File: src/rtl/tdm_arb_pkg.sv
package tdm_arb_pkg;

   typedef enum logic [1:0] {
      CFG_NONE  = 2'd0,
      CFG_ENTRY = 2'd1,
      CFG_LEN   = 2'd2,
      CFG_DUR   = 2'd3
   } cfg_kind_e;

   function automatic int unsigned max3(input int unsigned a,
                                        input int unsigned b,
                                        input int unsigned c);
      int unsigned m;
      m = (a > b) ? a : b;
      return (m > c) ? m : c;
   endfunction

endpackage

File: src/rtl/tdm_sched_regs.sv
module tdm_sched_regs
   import tdm_arb_pkg::*;
#(
   parameter int unsigned N_SLOTS = 16,
   parameter int unsigned ENT_W   = 4,
   parameter int unsigned SLOT_W  = 4,
   parameter int unsigned DUR_W   = 8
) (
   input  logic              clk,
   input  logic              rst_n,
   input  cfg_kind_e         wr_kind,
   input  logic [SLOT_W-1:0] wr_idx,
   input  logic [ENT_W-1:0]  wr_ent,
   input  logic [SLOT_W-1:0] wr_len,
   input  logic [DUR_W-1:0]  wr_dur,
   input  logic              commit,
   input  logic [SLOT_W-1:0] rd_ptr,
   output logic [ENT_W-1:0]  act_ent,
   output logic [SLOT_W-1:0] act_len,
   output logic [DUR_W-1:0]  act_dur
);

   logic [N_SLOTS-1:0][ENT_W-1:0] stg_tbl;
   logic [N_SLOTS-1:0][ENT_W-1:0] run_tbl;
   logic [SLOT_W-1:0]             stg_len;
   logic [DUR_W-1:0]              stg_dur;

   // staging copy: written by software at any time
   always_ff @(posedge clk or negedge rst_n) begin
      if (!rst_n) begin
         stg_tbl <= '0;
         stg_len <= '0;
         stg_dur <= '0;
      end else begin
         for (int e = 0; e < int'(N_SLOTS); e++) begin
            if (wr_kind == CFG_ENTRY && wr_idx == SLOT_W'(e))
               stg_tbl[e] <= wr_ent;
         end
         if (wr_kind == CFG_LEN) stg_len <= wr_len;
         if (wr_kind == CFG_DUR) stg_dur <= wr_dur;
      end
   end

   // running copy: refreshed only at the wrap edge
   always_ff @(posedge clk or negedge rst_n) begin
      if (!rst_n) begin
         run_tbl <= '0;
         act_len <= '0;
         act_dur <= '0;
      end else if (commit) begin
         run_tbl <= stg_tbl;
         act_len <= stg_len;
         act_dur <= stg_dur;
      end
   end

   assign act_ent = run_tbl[rd_ptr];

   // the running program is untouched between wrap edges
   a_r7_hold_running: assert property (@(posedge clk) disable iff (!rst_n)
      !commit |=> ($stable(run_tbl) && $stable(act_len) && $stable(act_dur)));

   // at a wrap the running program takes the staged one
   a_r7_take_staged: assert property (@(posedge clk) disable iff (!rst_n)
      commit |=> (act_len == $past(stg_len) && act_dur == $past(stg_dur)));

endmodule

File: src/rtl/tdm_slot_timer.sv
module tdm_slot_timer #(
   parameter int unsigned SLOT_W = 4,
   parameter int unsigned DUR_W  = 8
) (
   input  logic              clk,
   input  logic              rst_n,
   input  logic [SLOT_W-1:0] act_len,
   input  logic [DUR_W-1:0]  act_dur,
   output logic [SLOT_W-1:0] ptr,
   output logic              wrap
);

   logic [DUR_W-1:0] beat;
   logic             slot_end;

   assign slot_end = (beat == act_dur);
   assign wrap     = slot_end && (ptr == act_len);

   always_ff @(posedge clk or negedge rst_n) begin
      if (!rst_n) begin
         beat <= '0;
         ptr  <= '0;
      end else if (slot_end) begin
         beat <= '0;
         ptr  <= wrap ? '0 : ptr + 1'b1;
      end else begin
         beat <= beat + 1'b1;
      end
   end

   // the pointer holds until the slot's last cycle
   a_r5_slot_hold: assert property (@(posedge clk) disable iff (!rst_n)
      !slot_end |=> (ptr == $past(ptr)));

   // in-period advance by exactly one entry
   a_r6_step: assert property (@(posedge clk) disable iff (!rst_n)
      (slot_end && !wrap) |=> (ptr == SLOT_W'($past(ptr) + 1'b1)));

   // return to entry 0 after the last active entry
   a_r6_wrap_zero: assert property (@(posedge clk) disable iff (!rst_n)
      wrap |=> (ptr == '0 && beat == '0));

   // pointer never passes the active length
   a_r6_in_range: assert property (@(posedge clk) disable iff (!rst_n)
      ptr <= act_len);

endmodule

File: src/rtl/tdm_grant_dec.sv
module tdm_grant_dec #(
   parameter int unsigned N_MASTERS = 8,
   parameter int unsigned IDX_W     = 3,
   parameter int unsigned ENT_W     = 4
) (
   input  logic                 clk,
   input  logic                 rst_n,
   input  logic [ENT_W-1:0]     ent,
   input  logic [N_MASTERS-1:0] req,
   output logic [N_MASTERS-1:0] gnt,
   output logic                 idle
);

   localparam logic [IDX_W:0] NM_C = (IDX_W+1)'(N_MASTERS);

   logic             owned;
   logic [IDX_W-1:0] owner;
   logic             owner_ok;

   assign owned    = ent[ENT_W-1];
   assign owner    = ent[IDX_W-1:0];
   assign owner_ok = owned && ({1'b0, owner} < NM_C);

   // idle derived from the owner's request line, separately from gnt
   assign idle = !(owner_ok && req[owner]);

   for (genvar m = 0; m < int'(N_MASTERS); m++) begin : g_master
      localparam logic [IDX_W-1:0] MY_IDX = IDX_W'(m);
      assign gnt[m] = owned && (owner == MY_IDX) && req[m];

      // a grant implies the master is requesting
      a_r2_req_held: assert property (@(posedge clk) disable iff (!rst_n)
         gnt[m] |-> req[m]);
   end

   // single owner at a time
   a_r2_onehot: assert property (@(posedge clk) disable iff (!rst_n)
      $onehot0(gnt));

   // unowned entries hand out nothing
   a_r3_empty_slot: assert property (@(posedge clk) disable iff (!rst_n)
      !owned |-> (gnt == '0 && idle));

   // idle agrees with the grant vector
   a_r4_idle_match: assert property (@(posedge clk) disable iff (!rst_n)
      idle == (gnt == '0));

endmodule

File: src/rtl/tdm_bus_arbiter.sv
module tdm_bus_arbiter
   import tdm_arb_pkg::*;
#(
   parameter  int unsigned N_MASTERS = 8,
   parameter  int unsigned N_SLOTS   = 16,
   parameter  int unsigned DUR_W     = 8,
   localparam int unsigned IDX_W     = $clog2(N_MASTERS),
   localparam int unsigned ENT_W     = IDX_W + 1,
   localparam int unsigned SLOT_W    = $clog2(N_SLOTS),
   localparam int unsigned AW        = SLOT_W + 1,
   localparam int unsigned CFG_DW    = max3(ENT_W, SLOT_W, DUR_W)
) (
   input  logic                 clk,
   input  logic                 rst_n,
   input  logic                 cfg_we,
   input  logic [AW-1:0]        cfg_addr,
   input  logic [CFG_DW-1:0]    cfg_wdata,
   input  logic [N_MASTERS-1:0] req,
   output logic [N_MASTERS-1:0] gnt,
   output logic                 idle,
   output logic [SLOT_W-1:0]    cur_slot
);

   // elaboration-time parameter checks
   initial begin
      assert (N_MASTERS >= 2 && N_MASTERS <= 8)
         else $fatal(1, "N_MASTERS must lie in 2..8");
      assert (N_SLOTS >= 2 && N_SLOTS <= 16 && (N_SLOTS & (N_SLOTS - 1)) == 0)
         else $fatal(1, "N_SLOTS must be a power of two in 2..16");
      assert (DUR_W >= 1 && DUR_W <= 16)
         else $fatal(1, "DUR_W must lie in 1..16");
   end

   logic              sel_hi;
   logic [SLOT_W-1:0] sel_lo;
   cfg_kind_e         wr_kind;
   logic [ENT_W-1:0]  act_ent;
   logic [SLOT_W-1:0] act_len;
   logic [DUR_W-1:0]  act_dur;
   logic              wrap;
   logic              unused_cfg;

   assign sel_hi = cfg_addr[SLOT_W];
   assign sel_lo = cfg_addr[SLOT_W-1:0];

   always_comb begin
      if (!cfg_we)                    wr_kind = CFG_NONE;
      else if (!sel_hi)               wr_kind = CFG_ENTRY;
      else if (sel_lo == SLOT_W'(0))  wr_kind = CFG_LEN;
      else if (sel_lo == SLOT_W'(1))  wr_kind = CFG_DUR;
      else                            wr_kind = CFG_NONE;
   end

   assign unused_cfg = ^cfg_wdata;

   tdm_sched_regs #(
      .N_SLOTS (N_SLOTS),
      .ENT_W   (ENT_W),
      .SLOT_W  (SLOT_W),
      .DUR_W   (DUR_W)
   ) u_regs (
      .clk     (clk),
      .rst_n   (rst_n),
      .wr_kind (wr_kind),
      .wr_idx  (sel_lo),
      .wr_ent  (cfg_wdata[ENT_W-1:0]),
      .wr_len  (cfg_wdata[SLOT_W-1:0]),
      .wr_dur  (cfg_wdata[DUR_W-1:0]),
      .commit  (wrap),
      .rd_ptr  (cur_slot),
      .act_ent (act_ent),
      .act_len (act_len),
      .act_dur (act_dur)
   );

   tdm_slot_timer #(
      .SLOT_W (SLOT_W),
      .DUR_W  (DUR_W)
   ) u_timer (
      .clk     (clk),
      .rst_n   (rst_n),
      .act_len (act_len),
      .act_dur (act_dur),
      .ptr     (cur_slot),
      .wrap    (wrap)
   );

   tdm_grant_dec #(
      .N_MASTERS (N_MASTERS),
      .IDX_W     (IDX_W),
      .ENT_W     (ENT_W)
   ) u_dec (
      .clk   (clk),
      .rst_n (rst_n),
      .ent   (act_ent),
      .req   (req),
      .gnt   (gnt),
      .idle  (idle)
   );

   // a write to an unmapped high address leaves the staged program alone
   a_r9_unmapped: assert property (@(posedge clk) disable iff (!rst_n)
      (cfg_we && sel_hi && sel_lo > SLOT_W'(1)) |-> (wr_kind == CFG_NONE));

endmodule

File: config.mk
export PLATFORM = sky130hd
export DESIGN_NAME = tdm_bus_arbiter
export DESIGN_NICKNAME = d
export VERILOG_FILES = /design/src/rtl/tdm_arb_pkg.sv /design/src/rtl/tdm_sched_regs.sv /design/src/rtl/tdm_slot_timer.sv /design/src/rtl/tdm_grant_dec.sv /design/src/rtl/tdm_bus_arbiter.sv
export SDC_FILE = /design/constraint.sdc
export NUM_CORES = 1
export LEC_CHECK = 0
export BUFFER_PORTS_ARGS = -buffer_cell sky130_fd_sc_hd__buf_2
export CAP_MARGIN = 20
export CORE_ASPECT_RATIO = 2
export CORE_UTILIZATION = 45
export CTS_CLUSTER_SIZE = 30
export DETAILED_ROUTE_END_ITERATION = 7
export PLACE_DENSITY_LB_ADDON = 0.12
export SLEW_MARGIN = 20
export SYNTH_ARGS = -nofsm -noshare
export SYNTH_HDL_FRONTEND = slang
export SYNTH_SLANG_ARGS = --single-unit
File: constraint.sdc
create_clock -name clk -period 2.8 [get_ports clk]
set_input_delay 0.56 -clock clk [delete_from_list [all_inputs] [get_ports clk]]
set_output_delay 0.56 -clock clk [all_outputs]
set_load 0.05 [all_outputs]
-- Word-level counts from Yosys, hierarchy flattened
Cells that the tools add are included.
- register bits after elaboration: 164
- input bits: 24
- output and inout bits: 13
- word-level logic and storage cells: 116
- $add $sub $neg: 2
- order comparisons: 2
- equal/unequal tests: 27
- mux-type cells: 10
- reduce and logical (&&, ||, !) cells: 37
- operators with widths (kind ; number):
    $logic_and 1x1->1 ; 34
    $eq 4x4->1 const B ; 8
    $bmux 4 s4 ; 1
    $eq 4x3->1 const B ; 4
    $eq 3x3->1 const B ; 4
    $add 8x1->8 const B ; 1
    $eq 4x2->1 const B ; 2
    $eq 8x8->1 ; 1
    $mux 2 ; 4
    $mux 4 ; 2
    $mux 8 ; 1
    $eq 3x2->1 const B ; 2
    $lt 4x5->1 const B ; 1
    $add 4x1->4 const B ; 1
    $eq 2x2->1 const B ; 2
    $eq 4x1->1 const B ; 1
    $eq 4x4->1 ; 1
    $logic_not 4->1 ; 1
    $lt 3x4->1 const B ; 1
    $bmux 1 s3 ; 1
    $eq 3x1->1 const B ; 1
    $logic_not 3->1 ; 1
    $eq 2x1->1 const B ; 1
    $logic_not 1->1 ; 1
    $mux 1 ; 1

-- Longest topological paths before layout
- depth after elaboration: 7
- depth in mapped cells: 8
- depth with buffers taken out: 6

-- Modules after synthesis
From an unflattened synthesis, not the netlist that was laid out.
- cell total of the unflattened synthesis: 471
- area, all modules: 7174.4 um2
- modules (own cells, without submodules) (module ; times used ; cells each ; area each (um2) ; seq. area each (um2)):
    tdm_sched_regs ; 1 ; 381 ; 6281.0 ; 3803.6
    tdm_slot_timer ; 1 ; 68 ; 706.9 ; 300.3
    tdm_grant_dec ; 1 ; 18 ; 158.9 ; 0.0
    tdm_bus_arbiter ; 1 ; 4 ; 27.5 ; 0.0

-- Worst setup path after synthesis
OpenSTA, ideal clock, no wires.
- kind: flip-flop to output port
- start point: register u_timer.ptr[0]
- end point: output gnt[1]
- data arrival time: 3.507 ns
- data required time: 2.240 ns
- slack: -1.267 ns
- stages on the path, launching flop included: 5
- path buffers: 1
- path through: dfrtp_1 buf_6 mux4_2 mux4_2 nor4_1
- word-level cells in the longest chain between the ends: 5
- RTL lines (element ; RTL line ; RTL):
    from (decl) ; tdm_slot_timer.sv:9 ; output logic [SLOT_W-1:0] ptr,
    from (signal assigned) ; tdm_slot_timer.sv:25 ; ptr <= wrap ? '0 : ptr + 1'b1;
    $bmux 4 s4 * ; tdm_sched_regs.sv:57 ; assign act_ent = run_tbl[rd_ptr];
    $mux 4 (implied by the code) * ; tdm_sched_regs.sv:57 ;
    $eq 3x1->1 ; tdm_grant_dec.sv:29 ; assign gnt[m] = owned && (owner == MY_IDX) && req[m];
    $logic_and 1x1->1 * (2 in a row) ; tdm_grant_dec.sv:29 ;
    to (decl) ; tdm_bus_arbiter.sv:19 ; output logic [N_MASTERS-1:0] gnt,
Every way passes the cells marked *; elsewhere a longest branch is shown, timed or not. The select of a mux whose other input is x is not followed.

-- Final worst setup path
- start point: register u_timer.ptr[1]
- end point: output idle
- word-level cells in the longest chain between the ends: 6
- RTL lines (element ; RTL line ; RTL):
    $bmux 4 s4 * ; tdm_sched_regs.sv:57 ;
    $mux 4 (implied by the code) * ; tdm_sched_regs.sv:57 ;
    $bmux 1 s3 ; tdm_grant_dec.sv:25 ; assign idle = !(owner_ok && req[owner]);
    $mux 1 (implied by the code) ; tdm_grant_dec.sv:25 ;
    $logic_and 1x1->1 * ; tdm_grant_dec.sv:25 ;
    $logic_not 1->1 * ; tdm_grant_dec.sv:25 ;
    to (decl) ; tdm_bus_arbiter.sv:20 ; output logic idle,
Marks and branches as above.

==> qor.csv <==
metric;value;unit
cts_max_path_buffers;2;
synth.largest_area_cell;dfrtp_1;
synthArstFlopShare;1.00;
grt_pass1_vias;4827;
p_leak;4.09;nW
vias;4325;
cts_hold_buf;0;
ys_seq_area_frac;0.565;
crit_path_max_fanout;7;
regToRegStartpoint;u_timer.ptr[1];
avgSynthCellArea;14.8;µm²
fp.dieW;91.9;µm
syn_area;7270;µm²
ys_top_cells_by_area;dfrtp_1 56%, mux2_2 20%, mux4_2 5.6%, mux2_1 3.3%, xnor2_1 1.7%;
synth_top_cell_area_share;0.565;
synth-edff-count;0;
powerDensity;1050;nW/µm²
htreeDepth;4;
antenna_cells;0;
grt_pass1_wl;27200;µm
place_inst;742;
max_freq;286;MHz
violations;negative setup slack;
peakVddDrop;519;µV
synth_most_common_cell;dfrtp_1;
dp_hpwl;12000;µm
area_delta_synth_final;20.7;%
maxSlewHeadroom;0.471;
cts_root_buffer;clkbuf_16;
fin_cells;784;
gp_congestion;0.840;
hold_class;in -> async;
slew_violations;0;
drtPass1Iterations;4;
io_buffers;36;
die_area;16700;µm²
synthCells;492;
fin_crit;3.49;ns
ant_nets;0;
critPathKind;reg -> out;
worst_pin_slew;0.793;ns
cts.sinks;164;
antenna_found_initial;0;
wire_per_inst;21.3;µm
core-area;15800;µm²
maxCapViolations;0;
die_h;182;µm
via_per_inst;5.52;
final_core_util;0.556;
worst_slack;-0.695;ns
ios;37;
insertion_delay;0.43;ns
drive_gt1_frac;0.492;
ys_types;39;
ys.flop_type;dfrtp_1;
period_share;1.25;
numCtsBuffers;17;
crit_required;2.24;ns
routed_wl;16700;µm
rrSetupSlack;0.35;ns
initial_utilization;0.461;
row_count;65;
rsz0062_at_grt;true;
final_hold_viol_count;0;
crit_start;u_timer.ptr[1];
drt_iter0_drc;189;
cp-end-kind;output pin;
setup_viol;9;
r2r_cells;7;
drc;0;
overflow;0;
path_clk_slew;0.07;ns
status;complete, but fails checks;
syn-num-nets;518;
nets;596;
yosys_warnings;0;
finClkSkew;0.00897;ns
grt_use_total;0.221;
cp-start-kind;flip-flop;
synth.top_cells.by_count;164 x dfrtp_1, 131 x mux2_2, 22 x nand2_1;
cp.arrival;2.93;ns
tritoncts;done;
grt_max_degree;82;
yosys_register_bits;164;
worst paths after layout:
kind,endpoint
worst max-delay path,idle
worst min-delay path,u_regs.stg_dur[5]
worst max register to register,u_regs.act_dur[2]
worst min register to register,u_regs.run_tbl[19]
max in group asynchronous,u_regs.run_tbl[33]
min in group clk,u_regs.stg_dur[5]
cell families after synthesis:
kind of cell             share of synthesized area
AO/OA/AOI/OAI                               0.0136
XOR/XNOR                                    0.0217
adder cells (fa/ha/maj)                    0.00344
buffers and inverters                       0.0212
flip-flops                                   0.565
multiplexers                                 0.315
AND/OR/NAND/NOR                             0.0608
state kept, by name (all words and copies together), names as in the netlist:
| signal | flops |
|---|---|
| u_regs.act_dur | 8 |
| u_regs.stg_len | 4 |
| u_regs.act_len | 4 |
| u_timer.ptr | 4 |
| u_regs.stg_dur | 8 |
| u_regs.run_tbl | 64 |
| u_timer.beat | 8 |
| u_regs.stg_tbl | 64 |
layout make-up:
type	count	area, µm²
Timing Repair Buffer	81	666
Multi-Input combinational cell	300	3120
Clock buffer	18	439
Clock inverter	14	165
Tap cell	201	251
Inverter	6	23.8
Sequential cell	164	4110
Fill cell	1305	7010
report_power, final:
| group | leakage [nW] | internal [mW] | switching, mW |
|---|---|---|---|
| sequential | 2.14 | 3.17 | 0.690 |
| combinational | 1.65 | 1.70 | 1.26 |
| clock | 0.291 | 1.36 | 1.02 |
| total | 4.09 | 6.24 | 2.96 |
worst max-delay path: stages (launching register included):
cell and delay (ns):
dfrtp_2 0.51, mux4_2 0.53, mux2_4 0.32, mux2i_4 0.26
mux2i_1 0.33, o32ai_2 0.14, a211oi_4 0.23, buf_6 0.19
timing repair:
| action | in CTS | in global routing |
|---|---|---|
| hold endpoints to repair | 0 | 0 |
| setup endpoints to repair | 9 | 9 |
| setup buffers | 4 | 6 |
| resized for setup | 23 | 9 |
| pin swaps | 2 | 1 |
through the flow:
step                      TNS [ns]  setup WS [ns]  cell area, µm²  hold slack (ns)  total power, mW
after floorplan              -2.68         -0.470            7350            0.264             5.58
after global placement      -0.533         -0.192            7970            0.466             6.51
after CTS                    -3.97         -0.668            8680            0.204             9.12
final                        -4.11         -0.695            8770            0.151             9.20
after global routing         -5.06         -0.807            8770            0.200             9.68
after detailed placement    -0.717         -0.270            7970            0.475             6.61
routing by layer:
metal	up-vias	share of wire	GRT usage
li1	1948	-	-
met1	2267	0.39	0.248
met2	80	0.55	0.399
met3	30	0.023	0.0431
met4	0	0.037	0.101
met5	-	0	0
cell usage in the layout, fill, tap and decap left out, drive strengths merged, types with 5 or more instances in the layout:
cell    Yosys  routed
dfrtp     164     164
mux2      154     154
buf        15      81
nand2      22      22
mux4       21      21
clkbuf      7      18
nor2       15      15
xnor2      14      14
nand3      13      13
inv         5      12
nor2b       9       9
nor3        8       8
mux2i       5       5
Note: power is estimated with default switching activity, not from simulation.
